**config.mk**
```make
export PLATFORM = sky130hd
export DESIGN_NAME = rnd_unit
export DESIGN_NICKNAME = d
export VERILOG_FILES = /design/src/rtl/rnd_pkg.sv /design/src/rtl/rnd_decide.sv /design/src/rtl/rnd_incr.sv /design/src/rtl/rnd_ovf.sv /design/src/rtl/rnd_unit.sv
export SDC_FILE = /design/constraint.sdc
export NUM_CORES = 1
export LEC_CHECK = 0
export BUFFER_PORTS_ARGS = -buffer_cell sky130_fd_sc_hd__buf_2
export CAP_MARGIN = 5
export CORE_AREA = 2 2 39 41
export DETAILED_ROUTE_END_ITERATION = 8
export DIE_AREA = 0 0 41 43
export PLACE_DENSITY = 0.74
export SLEW_MARGIN = 30
export SYNTH_ARGS = -nofsm -noshare
export SYNTH_HDL_FRONTEND = slang
export SYNTH_HIERARCHICAL = 1
export SYNTH_SLANG_ARGS = --single-unit
```
**constraint.sdc**
```tcl
create_clock -name vclk -period 16.1
set_input_delay 1.61 -clock vclk [all_inputs]
set_output_delay 1.61 -clock vclk [all_outputs]
set_load 0.02 [all_outputs]
```
**src/rtl/rnd_pkg.sv**
```systemverilog
package rnd_pkg;

  typedef enum logic [1:0] {
    RM_NEAR = 2'b00,
    RM_ZERO = 2'b01,
    RM_PINF = 2'b10,
    RM_NINF = 2'b11
  } rnd_mode_e;

endpackage

```
**src/rtl/rnd_decide.sv**
```systemverilog
module rnd_decide
  import rnd_pkg::*;
(
  input  logic      guard_i,
  input  logic      round_i,
  input  logic      sticky_i,
  input  logic      lsb_i,
  input  logic      sign_i,
  input  rnd_mode_e mode_i,
  output logic      inc_o,
  output logic      inexact_o
);

  logic lost;
  logic inc_d;

  always_comb begin
    lost = guard_i | round_i | sticky_i;
    inc_d = 1'b0;
    if (lost) begin
      unique case (mode_i)
        RM_NEAR: inc_d = guard_i & (round_i | sticky_i | lsb_i);
        RM_ZERO: inc_d = 1'b0;
        RM_PINF: inc_d = ~sign_i;
        RM_NINF: inc_d = sign_i;
        default: inc_d = 1'b0;
      endcase
    end
    inc_o     = inc_d;
    inexact_o = lost;

    AST_UP_NEEDS_INEXACT: assert (!inc_d || lost);
    AST_ZERO_NEVER_UP:    assert (!(mode_i == RM_ZERO && inc_d));
    AST_PINF_NEG_HOLD:    assert (!(mode_i == RM_PINF && sign_i && inc_d));
    AST_NINF_POS_HOLD:    assert (!(mode_i == RM_NINF && !sign_i && inc_d));
    AST_NEAR_NEEDS_GUARD: assert (!(mode_i == RM_NEAR && inc_d && !guard_i));
  end

endmodule

```
**src/rtl/rnd_incr.sv**
```systemverilog
module rnd_incr #(
  parameter int  W      = 24,
  parameter bit  RIPPLE = 1'b1
) (
  input  logic [W-1:0] val_i,
  input  logic         inc_i,
  output logic [W-1:0] sum_o,
  output logic         cout_o
);

  logic [W:0] sum_full;

  generate
    if (RIPPLE) begin : g_ripple
      logic [W:0] cy;
      assign cy[0] = inc_i;
      for (genvar b = 0; b < W; b++) begin : g_bit
        assign sum_full[b] = val_i[b] ^ cy[b];
        assign cy[b+1]     = val_i[b] & cy[b];
      end
      assign sum_full[W] = cy[W];
    end else begin : g_adder
      assign sum_full = {1'b0, val_i} + {{W{1'b0}}, inc_i};
    end
  endgenerate

  always_comb begin
    sum_o  = sum_full[W-1:0];
    cout_o = sum_full[W];
    AST_NO_INC_PASS: assert (inc_i || (sum_full == {1'b0, val_i}));
    AST_CARRY_ALL_ONES: assert (!sum_full[W] || (inc_i && (&val_i)));
  end

endmodule

```
**src/rtl/rnd_ovf.sv**
```systemverilog
module rnd_ovf
  import rnd_pkg::*;
(
  input  logic      sign_i,
  input  rnd_mode_e mode_i,
  output logic      to_inf_o
);

  always_comb begin
    unique case (mode_i)
      RM_NEAR: to_inf_o = 1'b1;
      RM_ZERO: to_inf_o = 1'b0;
      RM_PINF: to_inf_o = ~sign_i;
      RM_NINF: to_inf_o = sign_i;
      default: to_inf_o = 1'b1;
    endcase
    AST_ZERO_FINITE: assert (!(mode_i == RM_ZERO && to_inf_o));
  end

endmodule

```
**src/rtl/rnd_unit.sv**
```systemverilog
module rnd_unit
  import rnd_pkg::*;
#(
  parameter int SIG_W  = 24,
  parameter bit RIPPLE = 1'b1
) (
  input  logic [SIG_W+1:0] sig_in,
  input  logic             sticky_in,
  input  logic             sign_in,
  input  logic [1:0]       mode_in,
  output logic [SIG_W-1:0] sig_out,
  output logic             carry_out,
  output logic             inexact_o,
  output logic             rounded_up_o,
  output logic             ovf_to_inf_o
);

  localparam int IN_W = SIG_W + 2;

  rnd_mode_e        mode;
  logic [SIG_W-1:0] shifted;
  logic             guard;
  logic             rbit;
  logic             inc;

  assign mode    = rnd_mode_e'(mode_in);
  assign shifted = sig_in[IN_W-1:2];
  assign guard   = sig_in[1];
  assign rbit    = sig_in[0];

  rnd_decide u_decide (
    .guard_i   (guard),
    .round_i   (rbit),
    .sticky_i  (sticky_in),
    .lsb_i     (shifted[0]),
    .sign_i    (sign_in),
    .mode_i    (mode),
    .inc_o     (inc),
    .inexact_o (inexact_o)
  );

  rnd_incr #(.W(SIG_W), .RIPPLE(RIPPLE)) u_incr (
    .val_i  (shifted),
    .inc_i  (inc),
    .sum_o  (sig_out),
    .cout_o (carry_out)
  );

  rnd_ovf u_ovf (
    .sign_i   (sign_in),
    .mode_i   (mode),
    .to_inf_o (ovf_to_inf_o)
  );

  assign rounded_up_o = inc;

endmodule

```
==> results of run 1 <==
## layer usage
metal / routed length, um / part of all wire, % / up-vias
met4: 0 / 0 / 0
met3: 303 / 28 / 0
li1: - / - / 244
met5: 0 / 0 / -
met1: 323 / 30 / 200
met2: 455 / 42 / 50
## final cells by class
cell class / count / area, um2
multi-input combinational: 33 / 353
timing repair buffer: 58 / 290
tap: 16 / 20.0
fill: 128 / 721
## path summary, 6_finish.rpt
kind,end,slack [ns]
hold / removal,ovf_to_inf_o,3.54
setup / recovery,sig_out[23],7.75
## through the flow
step           hold WS (ns)  std cells
2_1_floorplan          3.35         33
3_3_place_gp           3.53        107
3_5_place_dp           3.54        107
4_1_cts                3.54        107
5_1_grt                3.56        107
6_report               3.54        107
## cells by family after synthesis
kind of cell	after synthesis	share of synthesized area, %
adders and majority gates	24	85.1
and+or+nand+nor	6	8.51
xor gates and xnor gates	2	4.97
AOI/OAI and AO/OA	1	1.42
## report_power, final
group	leakage (nW)	switching, mW	internal [mW]
clock	0	0	0
sequential	0	0	0
combinational	0.462	0.0101	0.00699
total	0.462	0.0101	0.00699
## cell usage in the layout, fill, tap and decap left out, drive strengths merged
cell / instances
nor3: 2
or3: 1
buf: 58
xnor2: 1
ha: 24
xor2: 1
a21oi: 1
or2: 1
nand2: 2
==> run_summary.xml, run 1 <==
<?xml version="1.0" encoding="UTF-8"?>
<metrics>
  <group name="power">
    <metric name="power.density" unit="mW/mm2">25.8</metric>
    <metric name="vdd_ir_drop_max" unit="mV">0.0134</metric>
    <metric name="design_power_total" unit="mW">0.0171</metric>
    <metric name="leakagePower" unit="nW">0.462</metric>
  </group>
  <group name="finish">
    <metric name="final-seq-area" unit="um2">0</metric>
    <metric name="drive_gt1_share" unit="%">63.7</metric>
    <metric name="clock_buffer_count" unit="">0</metric>
    <metric name="nets" unit="">147</metric>
    <metric name="fin_util" unit="%">47.9</metric>
    <metric name="seq_cells" unit="">0</metric>
    <metric name="syn2layout_area_growth" unit="%">87.9</metric>
    <metric name="antennaDiodeCount" unit="">0</metric>
    <metric name="postLayoutCellArea" unit="um2">663</metric>
  </group>
  <group name="logic_synthesis">
    <metric name="synth_top_area_cell" unit="">ha_1</metric>
    <metric name="netlist_instances" unit="">33</metric>
    <metric name="ys_warn_count" unit="">6</metric>
    <metric name="seq_area_frac_synth" unit="%">0</metric>
    <metric name="netlist_area" unit="um2">353</metric>
    <metric name="netlist_top_cells_area" unit="">ha_1, nor3_1, xnor2_1</metric>
    <metric name="synth_commonest_cells" unit="">ha_1, nand2_1, nor3_1</metric>
    <metric name="syn-mean-instance-area" unit="um2">10.7</metric>
    <metric name="post-synth-top-count-cell" unit="">ha_1</metric>
    <metric name="synth_nets" unit="">87</metric>
    <metric name="distinct_cells_synth" unit="">8</metric>
    <metric name="synth_largest_type_area_fraction" unit="%">85.1</metric>
  </group>
  <group name="routing">
    <metric name="routedWlPerCell" unit="um">10.1</metric>
    <metric name="drt_pass1_iterations" unit="">2</metric>
    <metric name="initialDrtViolationCount" unit="">1</metric>
    <metric name="ant_nets" unit="">0</metric>
    <metric name="post-route-drc-count" unit="">0</metric>
    <metric name="drt-vias-per-instance" unit="">4.62</metric>
    <metric name="via_count_of_the_routed_design" unit="">494</metric>
    <metric name="detail_route.wirelength" unit="um">1080</metric>
  </group>
  <group name="critical_path">
    <metric name="category_of_the_worst_setup_path_launch_point" unit="">primary input</metric>
    <metric name="timing.critical_path.depth" unit="">29</metric>
    <metric name="critical_path.startpoint" unit="">sig_in[0]</metric>
    <metric name="crit_fanout" unit="">2</metric>
    <metric name="cp_slowest_stage_delay" unit="ns">0.26</metric>
    <metric name="top_delay_family_on_crit_path" unit="">adder cells</metric>
    <metric name="path_common_cell" unit="">ha_1</metric>
    <metric name="crit_end_element" unit="">primary output</metric>
    <metric name="arrival_time_at_the_worst_endpoint" unit="ns">6.74</metric>
    <metric name="buf_inv_stages_crit_path" unit="">2</metric>
    <metric name="critical_path_required" unit="ns">14.49</metric>
    <metric name="cpMaxStageDelayCell" unit="">ha_1</metric>
    <metric name="timing.setup.critical_path_class" unit="">in -&gt; out</metric>
  </group>
  <group name="floorplanning">
    <metric name="floorplan.die.width" unit="um">41</metric>
    <metric name="floorplan.die_area" unit="mm2">0.00176</metric>
    <metric name="core_area" unit="mm2">0.00138</metric>
    <metric name="ios" unit="">58</metric>
    <metric name="num_rows" unit="">14</metric>
    <metric name="floorplan.die.height" unit="um">43</metric>
    <metric name="initial_core_util" unit="%">25.5</metric>
  </group>
  <group name="min_path">
    <metric name="min_from" unit="">mode_in[0]</metric>
    <metric name="whs_path_depth" unit="">3</metric>
    <metric name="hp-class" unit="">in -&gt; out</metric>
  </group>
  <group name="placement">
    <metric name="numPortBuffers" unit="">58</metric>
    <metric name="place.gp.congestion" unit="">0.688</metric>
    <metric name="dpl-instance-area" unit="um2">663</metric>
    <metric name="pre_cts_ws" unit="ns">7.71</metric>
  </group>
  <group name="global_route">
    <metric name="global_route.peak_usage_layer" unit="">met2</metric>
    <metric name="grt_max_degree" unit="">5</metric>
    <metric name="grt_use_met1" unit="%">8.86</metric>
    <metric name="antenna_violations_before_repair" unit="">0</metric>
    <metric name="grt.met3_usage" unit="%">4.71</metric>
    <metric name="grt_first_pass_wirelength" unit="um">1390</metric>
    <metric name="grt_remaining_overflow" unit="">0</metric>
    <metric name="grt_pass1_vias" unit="">418</metric>
    <metric name="gr-usage-met2" unit="%">21.3</metric>
    <metric name="gr_util_all_layers" unit="%">10.5</metric>
  </group>
  <group name="clock_network">
    <metric name="postCtsSetupRepairBufs" unit="">0</metric>
    <metric name="cts_resizes" unit="">0</metric>
    <metric name="cts-hold-fix-buffers" unit="">0</metric>
  </group>
  <group name="sta">
    <metric name="setup-tns-final" unit="ns">0</metric>
    <metric name="period_needed" unit="ns">8.35</metric>
    <metric name="fmax" unit="MHz">120</metric>
    <metric name="timing.final.hold_violations" unit="">0</metric>
    <metric name="setup_slack_after_layout" unit="ns">7.75</metric>
    <metric name="max_slew_margin" unit="%">82.9</metric>
    <metric name="rsz0062_at_grt" unit="">no</metric>
    <metric name="timing.final.max_slew_violations" unit="">0</metric>
    <metric name="tightestPinTransition" unit="ns">0.254</metric>
    <metric name="report.final.setup_viol" unit="">0</metric>
    <metric name="period_utilization" unit="%">51.9</metric>
  </group>
  <group name="run">
    <metric name="max_cap_viol_count" unit="">0</metric>
  </group>
  <group name="run_status">
    <metric name="outcome" unit="">finished, final reports clean</metric>
  </group>
</metrics>
Note: power is estimated with default switching activity, not from simulation.
==> run 2: changes to the inputs <==
- clock period: 16.1 -> 7.8 ns (I/O delays scaled with it)
==> run_summary.xml, run 2 (same netlist as run 1, synthesis figures left out) <==
<?xml version="1.0" encoding="UTF-8"?>
<metrics>
  <group name="critical_path">
    <metric name="cpMaxStageDelayCell" unit="">ha_1</metric>
    <metric name="cp_slowest_stage_delay" unit="ns">0.26</metric>
    <metric name="arrival_time_at_the_worst_endpoint" unit="ns">5.87</metric>
    <metric name="critical_path_required" unit="ns">7.02</metric>
    <metric name="crit_end_element" unit="">primary output</metric>
    <metric name="crit_fanout" unit="">2</metric>
    <metric name="path_common_cell" unit="">ha_1</metric>
    <metric name="category_of_the_worst_setup_path_launch_point" unit="">primary input</metric>
    <metric name="timing.setup.critical_path_class" unit="">in -&gt; out</metric>
  </group>
  <group name="floorplanning">
    <metric name="initial_core_util" unit="%">25.5</metric>
    <metric name="num_rows" unit="">14</metric>
    <metric name="floorplan.die.height" unit="um">43</metric>
    <metric name="floorplan.die.width" unit="um">41</metric>
    <metric name="core_area" unit="mm2">0.00138</metric>
    <metric name="floorplan.die_area" unit="mm2">0.00176</metric>
    <metric name="ios" unit="">58</metric>
  </group>
  <group name="sta">
    <metric name="timing.final.max_slew_violations" unit="">0</metric>
    <metric name="fmax" unit="MHz">150</metric>
    <metric name="max_slew_margin" unit="%">80.5</metric>
    <metric name="rsz0062_at_grt" unit="">no</metric>
    <metric name="tightestPinTransition" unit="ns">0.290</metric>
    <metric name="final.hold.worst_slack" unit="ns">1.87</metric>
    <metric name="report.final.setup_viol" unit="">0</metric>
    <metric name="timing.final.hold_violations" unit="">0</metric>
    <metric name="period_utilization" unit="%">85.3</metric>
    <metric name="setup-tns-final" unit="ns">0</metric>
    <metric name="period_needed" unit="ns">6.65</metric>
  </group>
  <group name="run_status">
    <metric name="outcome" unit="">finished, final reports clean</metric>
  </group>
  <group name="power">
    <metric name="power.internal" unit="mW">0.0145</metric>
    <metric name="pwr-share-seq" unit="%">0</metric>
    <metric name="power.density" unit="mW/mm2">53.9</metric>
    <metric name="net-switching-power" unit="mW">0.0212</metric>
    <metric name="power.share.switching" unit="%">59.3</metric>
    <metric name="power.clock.fraction" unit="%">0</metric>
    <metric name="design_power_total" unit="mW">0.0358</metric>
    <metric name="power.share.combinational" unit="%">100.0</metric>
    <metric name="vdd_ir_drop_max" unit="mV">0.0249</metric>
    <metric name="leakagePower" unit="nW">0.462</metric>
  </group>
  <group name="routing">
    <metric name="drt_pass1_iterations" unit="">1</metric>
    <metric name="detail_route.wirelength" unit="um">1070</metric>
    <metric name="via_count_of_the_routed_design" unit="">492</metric>
    <metric name="initialDrtViolationCount" unit="">0</metric>
    <metric name="post-route-drc-count" unit="">0</metric>
    <metric name="dr_wl_met2" unit="um">460</metric>
    <metric name="route.top_layer_used" unit="">met3</metric>
    <metric name="drt-vias-per-instance" unit="">4.60</metric>
    <metric name="route.met3.wl" unit="um">269</metric>
    <metric name="ant_nets" unit="">0</metric>
    <metric name="drt-met1-wl" unit="um">343</metric>
    <metric name="routedWlPerCell" unit="um">10.0</metric>
  </group>
  <group name="global_route">
    <metric name="grt_max_degree" unit="">5</metric>
    <metric name="grt_first_pass_wirelength" unit="um">1480</metric>
    <metric name="gr_util_all_layers" unit="%">11.2</metric>
    <metric name="grt_remaining_overflow" unit="">0</metric>
    <metric name="grt_pass1_vias" unit="">437</metric>
    <metric name="antenna_violations_before_repair" unit="">0</metric>
  </group>
  <group name="finish">
    <metric name="antennaDiodeCount" unit="">0</metric>
    <metric name="most_frequent_standard_cell_in_the_layout_excluding_fill_and_tap_cells" unit="">buf_2</metric>
    <metric name="final-seq-area" unit="um2">0</metric>
    <metric name="fin_util" unit="%">47.9</metric>
    <metric name="syn2layout_area_growth" unit="%">87.9</metric>
    <metric name="clock_buffer_count" unit="">0</metric>
    <metric name="drive_gt1_share" unit="%">63.7</metric>
    <metric name="seq_cells" unit="">0</metric>
    <metric name="nets" unit="">147</metric>
    <metric name="highest_count_cells_in_the_layout_ignoring_fill_and_taps" unit="">buf_2, ha_1, nor3_1, nand2_1</metric>
  </group>
  <group name="placement">
    <metric name="numPortBuffers" unit="">58</metric>
    <metric name="detailed_place_hpwl" unit="um">1070</metric>
    <metric name="place.gp.congestion" unit="">0.699</metric>
  </group>
  <group name="clock_network">
    <metric name="cts-hold-fix-buffers" unit="">0</metric>
    <metric name="cts_resizes" unit="">0</metric>
    <metric name="postCtsSetupRepairBufs" unit="">0</metric>
  </group>
  <group name="min_path">
    <metric name="hp-class" unit="">in -&gt; out</metric>
  </group>
  <group name="run">
    <metric name="max_cap_viol_count" unit="">0</metric>
  </group>
</metrics>
==> run 2: cell counts in the layout (fill, tap and decap cells not counted) <==
Identical to the previous run, type by type.
==> run 2: metrics by stage <==
step | instance area [um2] | worst slack [ns] | cells
after floorplan | 353 | 1.40 | 33
after global placement | 663 | 1.21 | 107
after detailed placement | 663 | 1.10 | 107
after CTS | 663 | 1.08 | 107
after global routing | 663 | 0.781 | 107
final | 663 | 1.15 | 107
==> run 2: layer usage <==
| layer | global-route usage, % | vias up |
|---|---|---|
| li1 | - | 243 |
| met1 | 11.7 | 199 |
| met4 | 0 | 0 |
| met5 | 0 | - |
| met3 | 3.14 | 0 |
| met2 | 21.6 | 50 |
==> run 2: worst max-delay path: cells and delay by family <==
family,cells,cell delay (ns)
adders and majority gates,24,4.36
and+or+nand+nor,2,0.32
buffers and inverters,2,0.26
AOI/OAI and AO/OA,1,0.15
==> run 2: final cells by class <==
type	instances	area, um2
repair buffers	58	290
multi-input cells	33	353
well taps	16	20.0
fillers	127	721
==> run 2: path summary, 6_finish.rpt <==
path,depth (start not counted),end,slack [ns],startpoint
worst max-delay path,29,sig_out[23],1.15,sig_in[0]
worst min-delay path,3,ovf_to_inf_o,1.87,mode_in[0]
==> run 2: power groups by stage <==
stage / Combinational, mW / Sequential, mW / Clock (mW)
2_1_floorplan: 0.0218 / 0 / 0
3_3_place_gp: 0.0353 / 0 / 0
3_5_place_dp: 0.0364 / 0 / 0
4_1_cts: 0.0365 / 0 / 0
5_1_grt: 0.0398 / 0 / 0
6_report: 0.0358 / 0 / 0
==> run 3: changes to the inputs <==
- ABC_AREA: default -> 1
- PLACE_DENSITY: 0.74 -> 0.77
==> run_summary.xml, run 3 <==
<?xml version="1.0" encoding="UTF-8"?>
<metrics>
  <group name="floorplanning">
    <metric name="floorplan.die_area" unit="mm2">0.00176</metric>
    <metric name="ios" unit="">58</metric>
    <metric name="core_area" unit="mm2">0.00138</metric>
    <metric name="initial_core_util" unit="%">27.8</metric>
    <metric name="num_rows" unit="">14</metric>
    <metric name="floorplan.die.width" unit="um">41</metric>
    <metric name="floorplan.die.height" unit="um">43</metric>
  </group>
  <group name="logic_synthesis">
    <metric name="synth_nets" unit="">98</metric>
    <metric name="netlist_area" unit="um2">385</metric>
    <metric name="seq_area_frac_synth" unit="%">0</metric>
    <metric name="post_synth_fa_ha_maj_area_fraction" unit="%">77.9</metric>
    <metric name="synth_commonest_cells" unit="">ha_1, nand2_1, inv_1, nand3_1</metric>
    <metric name="yosys.area_share.xor_xnor" unit="%">0</metric>
    <metric name="synth_top_area_cell" unit="">ha_1</metric>
    <metric name="netlist_top_cells_area" unit="">ha_1, nand2_1, inv_1</metric>
    <metric name="post-synth-top-count-cell" unit="">ha_1</metric>
    <metric name="synth_top_family_by_area" unit="">adder cells</metric>
    <metric name="synth-compound-area-share" unit="%">1.30</metric>
    <metric name="netlist_instances" unit="">44</metric>
    <metric name="synth_largest_type_area_fraction" unit="%">77.9</metric>
    <metric name="ys_warn_count" unit="">6</metric>
    <metric name="synthSimpleGateAreaFrac" unit="%">14.9</metric>
    <metric name="post_synth_mux_area_share" unit="%">0</metric>
    <metric name="distinct_cells_synth" unit="">10</metric>
    <metric name="syn-mean-instance-area" unit="um2">8.76</metric>
  </group>
  <group name="critical_path">
    <metric name="category_of_the_worst_setup_path_launch_point" unit="">primary input</metric>
    <metric name="critical_path_required" unit="ns">7.02</metric>
    <metric name="crit_fanout" unit="">2</metric>
    <metric name="timing.setup.critical_path_class" unit="">in -&gt; out</metric>
    <metric name="arrival_time_at_the_worst_endpoint" unit="ns">5.77</metric>
    <metric name="crit_end_element" unit="">primary output</metric>
  </group>
  <group name="finish">
    <metric name="nets" unit="">158</metric>
    <metric name="final-seq-area" unit="um2">0</metric>
    <metric name="highest_count_cells_in_the_layout_ignoring_fill_and_taps" unit="">buf_2, ha_1, nand2_1</metric>
    <metric name="postLayoutCellArea" unit="um2">696</metric>
    <metric name="fillCellCount" unit="">123</metric>
    <metric name="syn2layout_area_growth" unit="%">80.5</metric>
    <metric name="seq_cells" unit="">0</metric>
    <metric name="multiInputGateArea" unit="um2">363</metric>
    <metric name="antennaDiodeCount" unit="">0</metric>
    <metric name="clock_buffer_count" unit="">0</metric>
    <metric name="most_frequent_standard_cell_in_the_layout_excluding_fill_and_tap_cells" unit="">buf_2</metric>
    <metric name="drive_gt1_share" unit="%">59.8</metric>
  </group>
  <group name="clock_network">
    <metric name="cts_resizes" unit="">0</metric>
    <metric name="postCtsSetupRepairBufs" unit="">0</metric>
    <metric name="cts-hold-fix-buffers" unit="">0</metric>
  </group>
  <group name="routing">
    <metric name="post-route-drc-count" unit="">0</metric>
    <metric name="via_count_of_the_routed_design" unit="">517</metric>
    <metric name="ant_nets" unit="">0</metric>
    <metric name="routedWlPerCell" unit="um">8.44</metric>
    <metric name="drt-vias-per-instance" unit="">4.38</metric>
    <metric name="drt_pass1_iterations" unit="">3</metric>
    <metric name="detail_route.wirelength" unit="um">996</metric>
    <metric name="initialDrtViolationCount" unit="">2</metric>
  </group>
  <group name="sta">
    <metric name="rsz0062_at_grt" unit="">no</metric>
    <metric name="fmax" unit="MHz">153</metric>
    <metric name="max_slew_margin" unit="%">84.5</metric>
    <metric name="period_needed" unit="ns">6.55</metric>
    <metric name="period_utilization" unit="%">84.0</metric>
    <metric name="report.final.setup_viol" unit="">0</metric>
    <metric name="setup-tns-final" unit="ns">0</metric>
    <metric name="final.hold.worst_slack" unit="ns">1.88</metric>
    <metric name="timing.final.max_slew_violations" unit="">0</metric>
    <metric name="timing.final.hold_violations" unit="">0</metric>
    <metric name="setup_slack_after_layout" unit="ns">1.25</metric>
    <metric name="tightestPinTransition" unit="ns">0.231</metric>
  </group>
  <group name="power">
    <metric name="power.density" unit="mW/mm2">50.5</metric>
    <metric name="vdd_ir_drop_max" unit="mV">0.0269</metric>
    <metric name="design_power_total" unit="mW">0.0352</metric>
    <metric name="power.share.switching" unit="%">59.5</metric>
    <metric name="net-switching-power" unit="mW">0.0209</metric>
    <metric name="pwr-share-seq" unit="%">0</metric>
    <metric name="leakagePower" unit="nW">0.500</metric>
    <metric name="power.clock.fraction" unit="%">0</metric>
    <metric name="power.internal" unit="mW">0.0142</metric>
    <metric name="power.share.combinational" unit="%">100.0</metric>
  </group>
  <group name="placement">
    <metric name="pre_cts_ws" unit="ns">1.21</metric>
    <metric name="place.gp.congestion" unit="">0.654</metric>
    <metric name="dpl-instance-area" unit="um2">696</metric>
    <metric name="numPortBuffers" unit="">58</metric>
    <metric name="detailed_place_hpwl" unit="um">969</metric>
  </group>
  <group name="run_status">
    <metric name="outcome" unit="">finished, final reports clean</metric>
  </group>
  <group name="min_path">
    <metric name="hp-class" unit="">in -&gt; out</metric>
  </group>
  <group name="global_route">
    <metric name="gr_util_all_layers" unit="%">11.0</metric>
    <metric name="grt_first_pass_wirelength" unit="um">1460</metric>
    <metric name="antenna_violations_before_repair" unit="">0</metric>
    <metric name="grt_remaining_overflow" unit="">0</metric>
    <metric name="grt_max_degree" unit="">5</metric>
    <metric name="grt_pass1_vias" unit="">441</metric>
  </group>
  <group name="run">
    <metric name="max_cap_viol_count" unit="">0</metric>
  </group>
</metrics>
## run 3: changes by cell type in the layout (fill, tap and decap cells not counted), sizes merged
cell	delta
inv	+6
nand2	+6
nand3	+2
nor2	+2
nor3	-1
or2	-1
or3	-1
xnor2	-1
xor2	-1
## run 3: stage by stage
stage / cells / utilization [%]
floorplan: 44 / -
global placement: 118 / 50.3
detailed placement: 118 / 50.3
CTS: 118 / 50.3
global route: 118 / 50.3
finish: 118 / 50.3
## run 3: area by class of cell
cell class	count	area share, %
multi-input cells	38	52.2
repair buffers	58	41.7
inverters	6	3.24
well taps	16	2.88
## run 3: worst paths after layout
check                 start           to  slack, ns  depth (start not counted)
setup / recovery  sig_in[1]  sig_out[23]       1.25                         28
hold / removal    sticky_in    inexact_o       1.88                          4
## run 3: cells by family after synthesis
group | after synthesis
simple gates | 13
buf+inv | 6
compound gates | 1
fa+ha+maj | 24
## run 3: worst max-delay path, stage by stage
cell and delay (ns):
buf_2 0.11, nor3_1 0.24, a21oi_1 0.09, ha_1 0.19, ha_1 0.18, ha_1 0.18, ha_1 0.18, ha_1 0.18
ha_1 0.18, ha_1 0.18, ha_1 0.18, ha_1 0.18, ha_1 0.18, ha_1 0.18, ha_1 0.17, ha_1 0.18
ha_1 0.18, ha_1 0.18, ha_1 0.18, ha_1 0.18, ha_1 0.19, ha_1 0.18, ha_1 0.18, ha_1 0.18
ha_1 0.18, ha_1 0.19, ha_1 0.27, buf_2 0.16
## run 3: metal layers
layer,share of wire [%],global-route usage [%],vias up
met1,33,8.86,200
met4,0,0,0
met5,0,0,-
met3,21,2.09,0
li1,-,-,270
met2,45,24.4,47
## run 3: power by group through the flow
stage	Combinational, mW	Sequential (mW)	Clock [mW]
4_1_cts	0.0357	0	0
3_5_place_dp	0.0355	0	0
3_3_place_gp	0.0350	0	0
5_1_grt	0.0389	0	0
6_report	0.0352	0	0
2_1_floorplan	0.0218	0	0
